### config.mk
export PLATFORM = sky130hd
export DESIGN_NAME = atr_parser
export DESIGN_NICKNAME = d
export VERILOG_FILES = /design/src/rtl/atrp_pkg.sv /design/src/rtl/atr_slot_pick.sv /design/src/rtl/atr_param_decode.sv /design/src/rtl/atr_raw_log.sv /design/src/rtl/atr_parser.sv
export SDC_FILE = /design/constraint.sdc
export NUM_CORES = 1
export LEC_CHECK = 0
export BUFFER_PORTS_ARGS = -buffer_cell sky130_fd_sc_hd__buf_2
export CORE_MARGIN = 3
export CORE_UTILIZATION = 29
export CTS_CLUSTER_DIAMETER = 40
export CTS_CLUSTER_SIZE = 30
export DETAILED_ROUTE_END_ITERATION = 12
export SYNTH_ARGS = -nofsm -noshare
export SYNTH_HDL_FRONTEND = slang
export SYNTH_SLANG_ARGS = --single-unit
### constraint.sdc
create_clock -name clk -period 2.62 [get_ports clk]
set_input_delay 0.393 -clock clk [delete_from_list [all_inputs] [get_ports clk]]
set_output_delay 0.393 -clock clk [all_outputs]
set_load 0.1 [all_outputs]
### src/rtl/atrp_pkg.sv
package atrp_pkg;
    typedef enum logic [2:0] {
        ST_INIT, ST_FMT, ST_IFC, ST_HIST, ST_CHK, ST_DONE, ST_FAULT
    } atr_state_t;

    localparam int GROUPS  = 4;
    localparam int LETTERS = 4;
    localparam int SLOTS   = GROUPS * LETTERS;
    localparam int BW      = 8;

    localparam logic [3:0] PROTO_BLOCK = 4'd1;
    localparam logic [3:0] DEF_FI      = 4'd1;
    localparam logic [3:0] DEF_DI      = 4'd1;
    localparam logic [7:0] DEF_N       = 8'd0;
    localparam logic [3:0] DEF_T       = 4'd0;
    localparam logic [7:0] DEF_WWT     = 8'd10;

    localparam int SLOT_TA1 = 0;
    localparam int SLOT_TC1 = 2;
    localparam int SLOT_TD1 = 3;
    localparam int SLOT_TC2 = 6;
endpackage

### src/rtl/atr_slot_pick.sv
module atr_slot_pick (
    input  logic [3:0] pres,
    output logic [1:0] letter,
    output logic [3:0] rest
);
    always_comb begin
        letter = 2'd0;
        for (int i = 3; i >= 0; i--) begin
            if (pres[i]) letter = 2'(i);
        end
        rest = pres & ~(4'b0001 << letter);
    end
endmodule

### src/rtl/atr_param_decode.sv
module atr_param_decode
    import atrp_pkg::*;
(
    input  logic [SLOTS-1:0]    mask,
    input  logic [SLOTS*BW-1:0] slots,
    output logic [3:0]          fi,
    output logic [3:0]          di,
    output logic [7:0]          guard_n,
    output logic [3:0]          proto,
    output logic [7:0]          wwt
);
    logic [7:0] ta1, tc1, td1, tc2;

    assign ta1 = slots[SLOT_TA1*BW +: BW];
    assign tc1 = slots[SLOT_TC1*BW +: BW];
    assign td1 = slots[SLOT_TD1*BW +: BW];
    assign tc2 = slots[SLOT_TC2*BW +: BW];

    always_comb begin
        fi      = mask[SLOT_TA1] ? ta1[7:4] : DEF_FI;
        di      = mask[SLOT_TA1] ? ta1[3:0] : DEF_DI;
        guard_n = mask[SLOT_TC1] ? tc1      : DEF_N;
        proto   = mask[SLOT_TD1] ? td1[3:0] : DEF_T;
        wwt     = mask[SLOT_TC2] ? tc2      : DEF_WWT;
    end
endmodule

### src/rtl/atr_raw_log.sv
module atr_raw_log #(
    parameter  int DEPTH = 33,
    localparam int CW    = $clog2(DEPTH + 1)
) (
    input  logic              clk,
    input  logic              rst_n,
    input  logic              clr,
    input  logic              wr,
    input  logic [7:0]        din,
    output logic [DEPTH*8-1:0] mem_flat,
    output logic [CW-1:0]     cnt,
    output logic              ovf
);
    localparam int IW = (DEPTH > 1) ? $clog2(DEPTH) : 1;
    localparam logic [CW-1:0] FULL = CW'(DEPTH);

    logic [DEPTH-1:0][7:0] mem;

    always_ff @(posedge clk or negedge rst_n) begin
        if (!rst_n) begin
            mem <= '0;
            cnt <= '0;
            ovf <= 1'b0;
        end else if (clr) begin
            mem <= '0;
            cnt <= '0;
            ovf <= 1'b0;
        end else if (wr) begin
            if (cnt == FULL) begin
                ovf <= 1'b1;
            end else begin
                mem[cnt[IW-1:0]] <= din;
                cnt <= cnt + 1'b1;
            end
        end
    end

    assign mem_flat = mem;

    assert_no_overflow_R9: assert property (@(posedge clk) disable iff (!rst_n)
        (wr && !clr && cnt == FULL) |=> (ovf && $stable(cnt)));
endmodule

### src/rtl/atr_parser.sv
module atr_parser
    import atrp_pkg::*;
#(
    parameter  int HIST_MAX  = 15,
    parameter  int RAW_DEPTH = 33,
    parameter  int ERR_W     = 3,
    localparam int RCW       = $clog2(RAW_DEPTH + 1)
) (
    input  logic                    clk,
    input  logic                    rst_n,
    input  logic                    restart,
    input  logic                    rx_valid,
    input  logic [7:0]              rx_byte,
    input  logic [ERR_W-1:0]        rx_err,
    output logic                    done,
    output logic [7:0]              init_char,
    output logic [15:0]             ifc_mask,
    output logic [127:0]            ifc_bytes,
    output logic [HIST_MAX*8-1:0]   hist_bytes,
    output logic [3:0]              hist_count,
    output logic [7:0]              chk_byte,
    output logic [3:0]              fi,
    output logic [3:0]              di,
    output logic [7:0]              guard_n,
    output logic [3:0]              proto,
    output logic [7:0]              wwt,
    output logic [RAW_DEPTH*8-1:0]  raw_bytes,
    output logic [RCW-1:0]          raw_count,
    output logic                    raw_ovf,
    output logic                    err_groups,
    output logic                    err_hist
);
    localparam logic [3:0] HMAX4 = 4'(HIST_MAX);

    atr_state_t state, state_nx;
    logic [3:0] pres, pres_nx, rest;
    logic [1:0] grp, grp_nx, letter;
    logic       t1_seen, t1_nx;
    logic [3:0] hist_tgt, hcnt, hclamp;
    logic       take;
    logic [SLOTS-1:0][7:0]  ifc_arr;
    logic [HIST_MAX-1:0][7:0] hist_arr;

    assign take = rx_valid && (rx_err == '0) &&
                  (state != ST_DONE) && (state != ST_FAULT);
    assign hclamp = (rx_byte[3:0] > HMAX4) ? HMAX4 : rx_byte[3:0];

    atr_slot_pick u_pick (.pres(pres), .letter(letter), .rest(rest));

    function automatic atr_state_t after_ifc(input logic [3:0] tgt, input logic t1);
        if (tgt != 4'd0)  return ST_HIST;
        else if (t1)      return ST_CHK;
        else              return ST_DONE;
    endfunction

    // next-state logic
    always_comb begin
        state_nx = state;
        pres_nx  = pres;
        grp_nx   = grp;
        t1_nx    = t1_seen;
        unique case (state)
            ST_INIT: if (take) state_nx = ST_FMT;
            ST_FMT: if (take) begin
                pres_nx = rx_byte[7:4];
                grp_nx  = 2'd0;
                state_nx = (rx_byte[7:4] != 4'd0) ? ST_IFC : after_ifc(hclamp, 1'b0);
            end
            ST_IFC: if (take) begin
                pres_nx = rest;
                if (letter == 2'd3) begin
                    pres_nx = rx_byte[7:4];
                    grp_nx  = grp + 2'd1;
                    if (grp == 2'd0) t1_nx = (rx_byte[3:0] == PROTO_BLOCK);
                end
                if (letter == 2'd3 && grp == 2'd3 && rx_byte[7:4] != 4'd0)
                    state_nx = ST_FAULT;
                else if (pres_nx == 4'd0)
                    state_nx = after_ifc(hist_tgt, t1_nx);
            end
            ST_HIST: if (take && (4'(hcnt + 4'd1) == hist_tgt))
                state_nx = t1_seen ? ST_CHK : ST_DONE;
            ST_CHK: if (take) state_nx = ST_DONE;
            ST_DONE, ST_FAULT: state_nx = state;
            default: state_nx = ST_INIT;
        endcase
    end

    // state register
    always_ff @(posedge clk or negedge rst_n) begin
        if (!rst_n) begin
            state <= ST_INIT; pres <= '0; grp <= '0; t1_seen <= 1'b0;
        end else if (restart) begin
            state <= ST_INIT; pres <= '0; grp <= '0; t1_seen <= 1'b0;
        end else begin
            state <= state_nx; pres <= pres_nx; grp <= grp_nx; t1_seen <= t1_nx;
        end
    end

    // captured fields and flags
    always_ff @(posedge clk or negedge rst_n) begin
        if (!rst_n) begin
            done <= 1'b0; init_char <= '0; ifc_mask <= '0; ifc_arr <= '0;
            hist_arr <= '0; hist_tgt <= '0; hcnt <= '0; chk_byte <= '0;
            err_groups <= 1'b0; err_hist <= 1'b0;
        end else if (restart) begin
            done <= 1'b0; init_char <= '0; ifc_mask <= '0; ifc_arr <= '0;
            hist_arr <= '0; hist_tgt <= '0; hcnt <= '0; chk_byte <= '0;
            err_groups <= 1'b0; err_hist <= 1'b0;
        end else begin
            done <= (state_nx == ST_DONE) && (state != ST_DONE);
            if (state_nx == ST_FAULT && state != ST_FAULT) err_groups <= 1'b1;
            if (take) begin
                unique case (state)
                    ST_INIT: init_char <= rx_byte;
                    ST_FMT: begin
                        hist_tgt <= hclamp;
                        err_hist <= (rx_byte[3:0] > HMAX4);
                    end
                    ST_IFC: begin
                        ifc_arr[{grp, letter}]  <= rx_byte;
                        ifc_mask[{grp, letter}] <= 1'b1;
                    end
                    ST_HIST: begin
                        hist_arr[hcnt] <= rx_byte;
                        hcnt <= hcnt + 4'd1;
                    end
                    ST_CHK: chk_byte <= rx_byte;
                    ST_DONE, ST_FAULT: ;
                    default: ;
                endcase
            end
        end
    end

    assign ifc_bytes  = ifc_arr;
    assign hist_bytes = hist_arr;
    assign hist_count = hcnt;

    atr_param_decode u_dec (
        .mask(ifc_mask), .slots(ifc_bytes),
        .fi(fi), .di(di), .guard_n(guard_n), .proto(proto), .wwt(wwt)
    );

    atr_raw_log #(.DEPTH(RAW_DEPTH)) u_log (
        .clk(clk), .rst_n(rst_n), .clr(restart), .wr(take), .din(rx_byte),
        .mem_flat(raw_bytes), .cnt(raw_count), .ovf(raw_ovf)
    );

    assert_done_single_R7: assert property (@(posedge clk) disable iff (!rst_n)
        done |=> !done);
    assert_err_ignored_R10: assert property (@(posedge clk) disable iff (!rst_n)
        (rx_valid && rx_err != '0 && !restart) |=>
        ($stable(state) && $stable(ifc_mask) && $stable(hcnt)));
    assert_mask_grows_R2: assert property (@(posedge clk) disable iff (!rst_n)
        !restart |=> ((ifc_mask & $past(ifc_mask)) == $past(ifc_mask)));
    assert_restart_clears_R13: assert property (@(posedge clk) disable iff (!rst_n)
        restart |=> (state == ST_INIT && ifc_mask == '0 && !done && raw_count == '0));
    assert_fault_sticky_R11: assert property (@(posedge clk) disable iff (!rst_n)
        (state == ST_FAULT && !restart) |=> (state == ST_FAULT && !done));
    assert_hist_bound_R12: assert property (@(posedge clk) disable iff (!rst_n)
        (hcnt <= hist_tgt && hist_tgt <= HMAX4));
endmodule

==> impl_results.md, run 1 <==
- Result of the run: complete, no violations
- Count of flip-flops with a built-in enable after synthesis: 0
- CTS Buf Count: 97
- Worst-skew pair later-pin latency: 650 ps
- Global-route wire length before repair: approximately 140 mm
- Count of cells along the worst hold path: 2
- Placed wire-length estimate: roughly 60 mm
- Layout overhead on the synthesized area: 36.6%
- I/O Pins: roughly 600
- Die Width: about 290 microns
- Unrepaired setup endpoints after global routing: false
- Req. time, crit path: roughly 3200 ps
- Number of design rule violations left after detail routing: 0
- Drt pass-1 iters: 6
- Peak VDD IR: 0.570 mV
- Capture instance of the worst register-to-register path: err_groups$_DFFE_PN0P_
- Worst-case headroom to the max-slew limit: between 20% and 30%
- Standard-cell rows: 105
- Core area: about 82000 sq um
- Cell at the root of the clock tree: sky130_fd_sc_hd__clkbuf_16
- Worst hold start: restart
- Count of maximum capacitance violations: 0
- Initial drt markers: about 1800
- Initial antenna violation count: 3
- Final ANT Viol Nets: 0
- Class of the worst hold path: input pin to flip-flop
- Max-slew violation count: 0
- Commonest non-fill, non-tap cell in the layout: sky130_fd_sc_hd__buf_2
- Maximum number of pins on one net before global-route repair: 200
- Slew at the pin closest to its max-slew limit: 1090 ps
- Routed len/inst: 21.3 microns
- Die span in y: approximately 300 microns
- Flop2flop setup slack: roughly 230 ps
- I/O Buffers: between 500 and 600
- Number of synthesized register bits: approximately 570
- Total via count after detailed routing: between 20000 and 25000
- Number of global-route vias before repair: roughly 21000
- Die area: a little under 90000 sq um
- Highest Clock Rate: 0.418 GHz
- Final Hold Viols: 0
- Tcrit/Tclk final: between 90 and 100%
- Commonest cells after routing, fill and taps aside: sky130_fd_sc_hd__buf_2, sky130_fd_sc_hd__dfrtp_1, sky130_fd_sc_hd__nand2_1
- Seq/Total Area, Yosys: 59.1%
- Setup violation total in the final timing report: 0
- Instance count of the mapped netlist: 2530
- Fin Clk Skew: roughly 39 ps
- Top cell type by total area after synthesis: sky130_fd_sc_hd__dfrtp_1
- Non-Filler Instances: ~4300
- Static leakage: around 0.017 uW
- Post-synth top area share: between 50% and 60%
- Proportion of register bits with asynchronous set or reset after synthesis: 100%
- Cell area after technology mapping: approximately 24000 sq um
- Beginning of the worst register-to-register path: hist_count[0]$_DFFE_PN0P_
- Total placed cells including tap cells: between 4000 and 5000
- Category of the worst setup path launch point: flip-flop
- Power density normalized to cell area: a little over 700 nW/um^2
- Fraction of final layout cells sized beyond drive strength 1: around 30%
- Number of unique standard cell types used by synthesis: 56
- Number of cells traversed by the worst register-to-register path: 8
- Initial core utilization: between 20% and 30%
- Routed via count divided by cell count: 4.98
- Type of element capturing the critical path: flip-flop
- # nets final: 3196
- Setup Crit Path Kind: flip-flop to flip-flop
- Depth of the CTS H-tree: 3
- Top fanout value on the critical path: 7
- GR Util All Layers: 20.5%
- Endpoint of the worst hold path: u_log.cnt[2]$_DFFE_PN0P_
- TritonCTS clock tree: yes
- Yosys warnings: 0
- Filler cells: slightly above 8000
- Post-synthesis area per instance: ~9.6 sq um
- Post-CTS setup buffer count: 0
- Register clock-pin slew on the reported worst setup and hold paths: about 50 ps
- Biggest area contributors in the synthesized netlist: sky130_fd_sc_hd__dfrtp_1, sky130_fd_sc_hd__a21oi_1, sky130_fd_sc_hd__nand2_1
- RePlAce Congestion: roughly 0.82
- Worst endpoint data arrival time: a little under 3000 ps
- Most common flop cell mapped by yosys: sky130_fd_sc_hd__dfrtp_1
- Fin crit period: 2390 ps
- Sum of routed wire length over all layers: 92.0 mm
- Syn nets: around 2600
- Maximum root-to-sink buffer count: 3
- Grt total ovfl: 0
- Total chip power: around 24000 uW
- Number of clock sinks: about 570
==> power breakdown <==
part | leakage, uW | internal (uW) | switching, uW
logic | 0.00729 | 259 | 1270
registers | 0.00796 | 8880 | 34.2
clock network | 0.00163 | 8340 | 4830
total | 0.0169 | 17500 | 6130
==> synthesized netlist by cell type (3+ instances only) <==
library cell and instances:
sky130_fd_sc_hd__dfrtp_1 571, sky130_fd_sc_hd__nand2_1 473, sky130_fd_sc_hd__a21oi_1 391, sky130_fd_sc_hd__nand3_1 341
sky130_fd_sc_hd__clkbuf_1 205, sky130_fd_sc_hd__nor2_1 195, sky130_fd_sc_hd__mux2i_1 153, sky130_fd_sc_hd__and2_1 25
sky130_fd_sc_hd__a22o_1 15, sky130_fd_sc_hd__buf_2 14, sky130_fd_sc_hd__inv_1 14, sky130_fd_sc_hd__ha_1 10
sky130_fd_sc_hd__nor3_1 9, sky130_fd_sc_hd__xnor2_1 8, sky130_fd_sc_hd__nand2b_1 7, sky130_fd_sc_hd__o21ai_0 7
sky130_fd_sc_hd__nand4_1 6, sky130_fd_sc_hd__nor3b_1 6, sky130_fd_sc_hd__xor2_1 6, sky130_fd_sc_hd__buf_1 5
sky130_fd_sc_hd__a211oi_1 4, sky130_fd_sc_hd__and3_1 4, sky130_fd_sc_hd__nand2_2 4, sky130_fd_sc_hd__nor4b_1 4
sky130_fd_sc_hd__o211ai_1 4, sky130_fd_sc_hd__a22oi_1 3, sky130_fd_sc_hd__nor2b_1 3, sky130_fd_sc_hd__o21a_1 3
sky130_fd_sc_hd__or3_1 3, sky130_fd_sc_hd__or4_1 3
==> final cells by class <==
cell class	count	area (sq um)	area share, %
Clock inverter	65	865	2.62
Tap cell	1070	1340	4.05
Inverter	15	56.3	0.170
Clock buffer	116	2580	7.80
Timing Repair Buffer	768	4850	14.7
Antenna cell	1	2.50	0.00757
Sequential cell	571	14300	43.3
Multi-Input combinational cell	1718	9050	27.4
==> sequential cells by signal, indices dropped and copies added, names as in the netlist <==
signal / count
ifc_bytes: 128
pres: 4
t1_seen: 1
init_char: 8
hist_tgt: 4
grp: 2
hist_bytes: 120
chk_byte: 8
u_log.ovf: 1
u_log.cnt: 6
err_groups: 1
done: 1
ifc_mask: 16
state: 3
u_log.mem_flat: 264
hist_count: 4
==> worst max-delay path, cell delays in order, from the launching register on <==
cell	delay, ps
sky130_fd_sc_hd__dfrtp_2	450
sky130_fd_sc_hd__inv_1	80
sky130_fd_sc_hd__ha_1	340
sky130_fd_sc_hd__xor2_1	200
sky130_fd_sc_hd__nor3_1	170
sky130_fd_sc_hd__nor4bb_1	300
sky130_fd_sc_hd__a2bb2oi_1	340
sky130_fd_sc_hd__o21ai_0	140
sky130_fd_sc_hd__o32ai_1	260
==> stage by stage <==
step	TNS, ps	hold WS [ps]	worst slack (ps)	util (%)	cell area [sq um]
after global routing	0	40.6	15.8	40.1	33000
after CTS	0	7.55	79.9	40.1	33000
final	0	55.9	229	40.1	33000
after detailed placement	-17120	472	-183	35.9	29600
after global placement	-14640	473	-174	35.9	29600
after floorplan	0	97.4	20.1	-	24200
==> logic make-up (layout without fill, tap and decap cells) <==
| kind of cell | Yosys count | after routing | synth area share, % |
|---|---|---|---|
| compound gates | 443 | 443 | 9.86 |
| xor+xnor | 14 | 14 | 0.507 |
| fa+ha+maj | 11 | 11 | 0.559 |
| buf+inv | 241 | 964 | 3.84 |
| flops | 571 | 571 | 59.1 |
| mux | 154 | 154 | 6.38 |
| other cells | 1 | 2 | 0.0155 |
| simple gates | 1095 | 1095 | 19.8 |
==> per-layer routing <==
| metal | vias up | wire length [microns] | GRT usage [%] |
|---|---|---|---|
| met3 | 178 | 7450 | 5.42 |
| met2 | 853 | 43200 | 32.7 |
| li1 | 9849 | - | - |
| met1 | 10600 | 38200 | 26.7 |
| met4 | 2 | 3110 | 8.05 |
| met5 | - | 12 | 0 |
==> how the worst max path moves through the flow <==
stage | start | endpoint | slack, ps | cells after the start
after floorplan | u_log.cnt[1]$_DFFE_PN0P_ | u_log.mem_flat[32]$_DFFE_PN0P_ | 20 | 10
final | hist_count[0]$_DFFE_PN0P_ | err_groups$_DFFE_PN0P_ | 230 | 8
after global placement | rx_err[1] | done$_DFF_PN0_ | -170 | 10
after global routing | hist_count[0]$_DFFE_PN0P_ | err_groups$_DFFE_PN0P_ | 20 | 8
after detailed placement | rx_err[1] | done$_DFF_PN0_ | -180 | 10
after CTS | hist_count[0]$_DFFE_PN0P_ | done$_DFF_PN0_ | 80 | 8
==> timing repair <==
action / 4_1_cts / 5_1_grt
endpoints found under the hold margin: 47 / 0
resized for setup: 0 / 2
setup endpoints to repair: 0 / 2
hold buffers: 1 / 0
Power figures use the tool's default switching activity.
==> run 2: changes to the inputs <==
- GPL_TIMING_DRIVEN: not set -> 0
==> run 2 against run 1 <==
Compared with the run above:
- design area down 0.75%
- register-to-register slack worse by 140 ps
- power up 3.9%
- sequential cell count unchanged
- critical path depth unchanged
- hold slack better by 250 ps
- highest routed layer is now met4
==> impl_results.md, run 2 (synthesized netlist as in run 1, its figures left out) <==
- Final Hold Viols: 0
- Worst-case headroom to the max-slew limit: between 10% and 20%
- Die area: ~87000 sq um
- CTS Buf Count: between 100 and 150
- Register clock-pin slew on the reported worst setup and hold paths: roughly 50 ps
- Core area: 82400 sq um
- Fin crit period: 2530 ps
- Number of global-route vias before repair: 22000
- Initial core utilization: about 29%
- # nets final: approximately 3300
- Layout overhead on the synthesized area: 35.5%
- Number of cells traversed by the worst register-to-register path: 8
- TritonCTS clock tree: yes
- Worst slack after detailed placement: -1210 ps
- Static leakage: 0.0166 uW
- Worst hold slack after final layout: 301 ps
- Combined flip-flop and latch cell area: between 10000 and 15000 sq um
- Die Width: 295 microns
- Flop2flop setup slack: roughly 93 ps
- Fin Clk Skew: around 28 ps
- Capture instance of the worst register-to-register path: ifc_bytes[12]$_DFFE_PN0P_
- Routed len/inst: 24.0 microns
- Area taken by multi-input logic gates: about 9200 sq um
- Standard-cell rows: 105
- Cell at the root of the clock tree: sky130_fd_sc_hd__clkbuf_16
- Initial drt markers: 1500
- Setup violation total in the final timing report: 0
- Dpl cell area: roughly 29000 sq um
- Worst endpoint data arrival time: roughly 3100 ps
- Count of maximum capacitance violations: 0
- Req. time, crit path: around 3200 ps
- Commonest non-fill, non-tap cell in the layout: sky130_fd_sc_hd__buf_2
- Unrepaired setup endpoints after global routing: true
- Depth of the CTS H-tree: 3
- Max-slew violation count: 0
- Total via count after detailed routing: 22400
- Class of the worst hold path: input pin to async pin
- Drt pass-1 iters: 7
- Total chip power: ~25000 uW
- Crit path setup slack, layout: between 90 and 100 ps
- Post-route standard cell area excluding fillers: about 33000 sq um
- Maximum root-to-sink buffer count: 3
- GR Util All Layers: 23.7%
- Top fanout value on the critical path: 10
- Maximum number of pins on one net before global-route repair: 115
- Filler cells: between 8000 and 9000
- Initial antenna violation count: 0
- Tcrit/Tclk final: 96.4%
- I/O Buffers: roughly 590
- I/O Pins: ~600
- Global-route wire length before repair: 152 mm
- RePlAce Congestion: 0.844
- Commonest cells after routing, fill and taps aside: sky130_fd_sc_hd__buf_2, sky130_fd_sc_hd__dfrtp_1, sky130_fd_sc_hd__nand2_1
- Total placed cells including tap cells: roughly 4200
- Peak VDD IR: ~0.47 mV
- Type of element capturing the critical path: flip-flop
- Fraction of final layout cells sized beyond drive strength 1: a little over a quarter
- Beginning of the worst register-to-register path: state[1]$_DFF_PN0_
- Sum of routed wire length over all layers: 106 mm
- Non-Filler Instances: roughly 4400
- Routed via count divided by cell count: between 5 and 6
- Grt total ovfl: 0
- Max reg flops: about 260
- Category of the worst setup path launch point: flip-flop
- Number of design rule violations left after detail routing: 0
- Number of clock sinks: 571
- Highest Clock Rate: just under 0.4 GHz
- Die span in y: 295 microns
- Worst-skew pair later-pin latency: between 600 and 700 ps
- Final ANT Viol Nets: 0
- Placed wire-length estimate: 75.9 mm
- Slew at the pin closest to its max-slew limit: ~1200 ps
- Setup Crit Path Kind: flip-flop to flip-flop
- Power density normalized to cell area: between 700 and 800 nW/um^2
- Result of the run: complete, no violations
-- run 2: critical path: stages, from the launching register on --
cell and delay (ps):
sky130_fd_sc_hd__dfrtp_1 360, sky130_fd_sc_hd__buf_2 220, sky130_fd_sc_hd__or3b_2 550, sky130_fd_sc_hd__nor2_4 160, sky130_fd_sc_hd__clkbuf_4 220, sky130_fd_sc_hd__nand2_1 190
sky130_fd_sc_hd__nor3_4 330, sky130_fd_sc_hd__buf_2 260, sky130_fd_sc_hd__a22o_1 150
-- run 2: per-stage QoR --
stage / setup TNS [ps] / util (%)
2_1_floorplan: 0 / -
5_1_grt: -262 / 39.8
6_report: 0 / 39.8
3_3_place_gp: -6861880 / 34.6
3_5_place_dp: -396470 / 34.9
4_1_cts: -5410 / 39.6
-- run 2: repair_timing --
action / in CTS / in global routing
setup endpoints to repair: 432 / 388
setup buffers: 6 / 1
gates resized for setup: 22 / 72
hold buffers: 1 / 0
endpoints found under the hold margin: 72 / 0
pin swaps: 3 / 2
-- run 2: where the power goes --
part,switching (uW),internal [uW]
Combinational,1400,232
Clock,5110,8880
Sequential,36.1,8880
-- run 2: worst max-delay path by stage --
stage | startpoint | endpoint | cells after the start
after detailed placement | rx_err[1] | u_log.mem_flat[239]$_DFFE_PN0P_ | 10
final | state[1]$_DFF_PN0_ | ifc_bytes[12]$_DFFE_PN0P_ | 8
after CTS | state[1]$_DFF_PN0_ | hist_bytes[35]$_DFFE_PN0P_ | 7
after global placement | rst_n | u_log.cnt[3]$_DFFE_PN0P_ | 1
after floorplan | u_log.cnt[1]$_DFFE_PN0P_ | u_log.mem_flat[32]$_DFFE_PN0P_ | 10
after global routing | u_log.cnt[2]$_DFFE_PN0P_ | u_log.mem_flat[180]$_DFFE_PN0P_ | 5
-- run 2: layout make-up --
| type | instances | area share [%] |
|---|---|---|
| multi-input combinational | 1718 | 28.1 |
| inverter | 15 | 0.172 |
| sequential | 571 | 43.6 |
| timing repair buffer | 614 | 10.2 |
| antenna | 1 | 0.00763 |
| clock inverter | 72 | 2.63 |
| tap | 1070 | 4.08 |
| clock buffer | 123 | 8.55 |
| buffer | 221 | 2.73 |
-- run 2: routing by layer --
metal  vias to the layer above  wire length, microns  GRT usage [%]
li1                      10000                     -              -
met2                       885                 50200           38.8
met1                     11300                 43900           30.8
met5                         -                     0              0
met4                         0                  2600           6.90
met3                       152                  8930           6.25
==> run 3: changes to the inputs <==
- clock period: 2.62 -> 3 ns (I/O delays scaled with it)
==> run 3 against run 2 <==
Compared with the run above:
- cell count barely moved
- die area did not move
- largest power group unchanged
- clock power decreased by 16%
- power decreased by 15%
- design area fell by 1.3%
- sequential share of layout area rose by 0.53 points
- non-clock buffer count increased by 3
- hold slack gained 6.7 ps
- critical endpoint is now hist_bytes[37]$_DFFE_PN0P_
- combinational power shrank 14%
- sequential power is 13% lower
- global-route usage fell by 0.17 points
==> impl_results.md, run 3 (synthesized netlist as in run 1, its figures left out) <==
- Unrepaired setup endpoints after global routing: true
- Req. time, crit path: around 3500 ps
- Global-route wire length before repair: around 150 mm
- Number of cells traversed by the worst register-to-register path: 6
- Maximum root-to-sink buffer count: 3
- Max-slew violation count: 0
- Core area: 82400 sq um
- Most common cell type on the critical path: sky130_fd_sc_hd__buf_2
- CTS Buf Count: 100
- Commonest non-fill, non-tap cell in the layout: sky130_fd_sc_hd__buf_2
- Final TNS setup: 0 ps
- I/O Pins: between 600 and 700
- Beginning of the worst register-to-register path: state[2]$_DFF_PN0_
- Capture instance of the worst register-to-register path: hist_bytes[37]$_DFFE_PN0P_
- Total via count after detailed routing: around 22000
- Standard-cell rows: 105
- Fraction of final layout cells sized beyond drive strength 1: 25.3%
- Placed wire-length estimate: approximately 76 mm
- GR Util All Layers: 23.5%
- I/O Buffers: about 600
- Peak VDD IR: 0.436 mV
- Fin Clk Skew: ~30 ps
- Category of the worst setup path launch point: input pin
- Die span in y: roughly 290 microns
- Slowest stage cell, crit path: sky130_fd_sc_hd__nand3_1
- Filler cells: roughly 8400
- Maximum number of pins on one net before global-route repair: approximately 110
- Tcrit/Tclk final: between 90 and 100%
- Worst endpoint data arrival time: between 3000 and 4000 ps
- Top fanout value on the critical path: 10
- Worst-path cell chain: buf_2 > or4b_1 > buf_2 > nor3_1 > clkbuf_1 > nand3_1 > mux2i_1 > nor2_1
- Initial antenna violation count: 1
- Type of element capturing the critical path: flip-flop
- Sum of routed wire length over all layers: around 100 mm
- Max reg flops: between 200 and 300
- Drt pass-1 iters: 5
- Post-route core utilization: approximately two fifths
- Commonest cells after routing, fill and taps aside: sky130_fd_sc_hd__buf_2, sky130_fd_sc_hd__dfrtp_1, sky130_fd_sc_hd__nand2_1
- Fin crit period: between 2000 and 3000 ps
- Dpl cell area: 28700 sq um
- Initial drt markers: ~1700
- Number of clock sinks: 571
- Highest Clock Rate: between 0.3 and 0.4 GHz
- Result of the run: complete, no violations
- Area taken by multi-input logic gates: slightly above 9000 sq um
- Initial core utilization: between 20 and 30%
- # nets final: 3269
- Combined flip-flop and latch cell area: about 14000 sq um
- Register clock-pin slew on the reported worst setup and hold paths: 60 ps
- Depth of the CTS H-tree: 3
- Flop2flop setup slack: approximately 170 ps
- Power density normalized to cell area: between 600 and 700 nW/um^2
- Routed len/inst: roughly 24 microns
- Number of design rule violations left after detail routing: 0
- RePlAce Congestion: between 0.8 and 0.9
- Count of maximum capacitance violations: 0
- Worst-skew pair later-pin latency: 660 ps
- Final Hold Viols: 0
- Cell at the root of the clock tree: sky130_fd_sc_hd__clkbuf_16
- Number of global-route vias before repair: approximately 22000
- Worst-case headroom to the max-slew limit: 18.6%
- Routed via count divided by cell count: 5.08
- TritonCTS clock tree: yes
- Final ANT Viol Nets: 0
- Worst stage delay on the critical path: approximately 630 ps
- Setup violation total in the final timing report: 0
- Post-route standard cell area excluding fillers: 32400 sq um
- Total chip power: ~21000 uW
- Slew at the pin closest to its max-slew limit: 1220 ps
- Static leakage: 0.0164 uW
- Grt total ovfl: 0
- Die Width: ~290 microns
- Class of the worst hold path: input pin to async pin
- Layout overhead on the synthesized area: 33.8%
- Setup Crit Path Kind: input pin to flip-flop
- Die area: a little under 90000 sq um
## run 3: per-stage QoR
stage / instances / hold WS [ps] / setup slack, ps
2_1_floorplan: 2530 / 154 / 95.6
5_1_grt: 4400 / 332 / -9.35
3_5_place_dp: 4204 / 416 / -905
3_3_place_gp: 4193 / 473 / -11100
6_report: 4402 / 308 / 98.7
4_1_cts: 4400 / 293 / 71.9
## run 3: how the worst max path moves through the flow
stage                                            endpoint                startpoint  depth (start not counted)
after floorplan            u_log.mem_flat[32]$_DFFE_PN0P_  u_log.cnt[3]$_DFFE_PN0P_                          9
after global placement     u_log.mem_flat[34]$_DFFE_PN0P_                     rst_n                          1
after detailed placement  u_log.mem_flat[239]$_DFFE_PN0P_                 rx_err[1]                         10
after CTS                 u_log.mem_flat[257]$_DFFE_PN0P_                   restart                          6
after global routing           hist_bytes[27]$_DFFE_PN0P_        state[1]$_DFF_PN0_                          7
final                          hist_bytes[37]$_DFFE_PN0P_                 rx_err[1]                          8
## run 3: layout make-up
cell class	count	share of cell area, %
Timing Repair Buffer	612	10.1
Clock buffer	120	8.37
Clock inverter	68	2.40
Inverter	15	0.174
Sequential cell	571	44.1
Buffer	226	2.73
Multi-Input combinational cell	1718	28.0
Antenna cell	2	0.0155
Tap cell	1070	4.14
## run 3: metal layers
metal,wire length (microns),GRT usage (%)
met1,43300,30.4
met2,49100,37.9
met3,8740,6.64
met4,3760,7.90
met5,0,0
## run 3: worst max-delay path, delay by kind of cell
family,cells,cell delay (ps)
buf+inv,3,730
mux,1,370
simple gates,4,1850
## run 3: repair_timing
| action | in CTS | in global routing |
|---|---|---|
| pin swaps | 3 | 0 |
| setup buffers | 7 | 0 |
| resized for setup | 5 | 20 |
| gates cloned | 0 | 0 |
| hold endpoints to repair | 56 | 0 |
| setup endpoints to repair | 139 | 136 |
| hold buffers | 1 | 0 |
## run 3: report_power, final
| group | switching (uW) | leakage (uW) | internal [uW] |
|---|---|---|---|
| logic | 1210 | 0.00671 | 192 |
| clock network | 4400 | 0.00169 | 7290 |
| registers | 25.9 | 0.00797 | 7750 |
| total | 5640 | 0.0164 | 15200 |
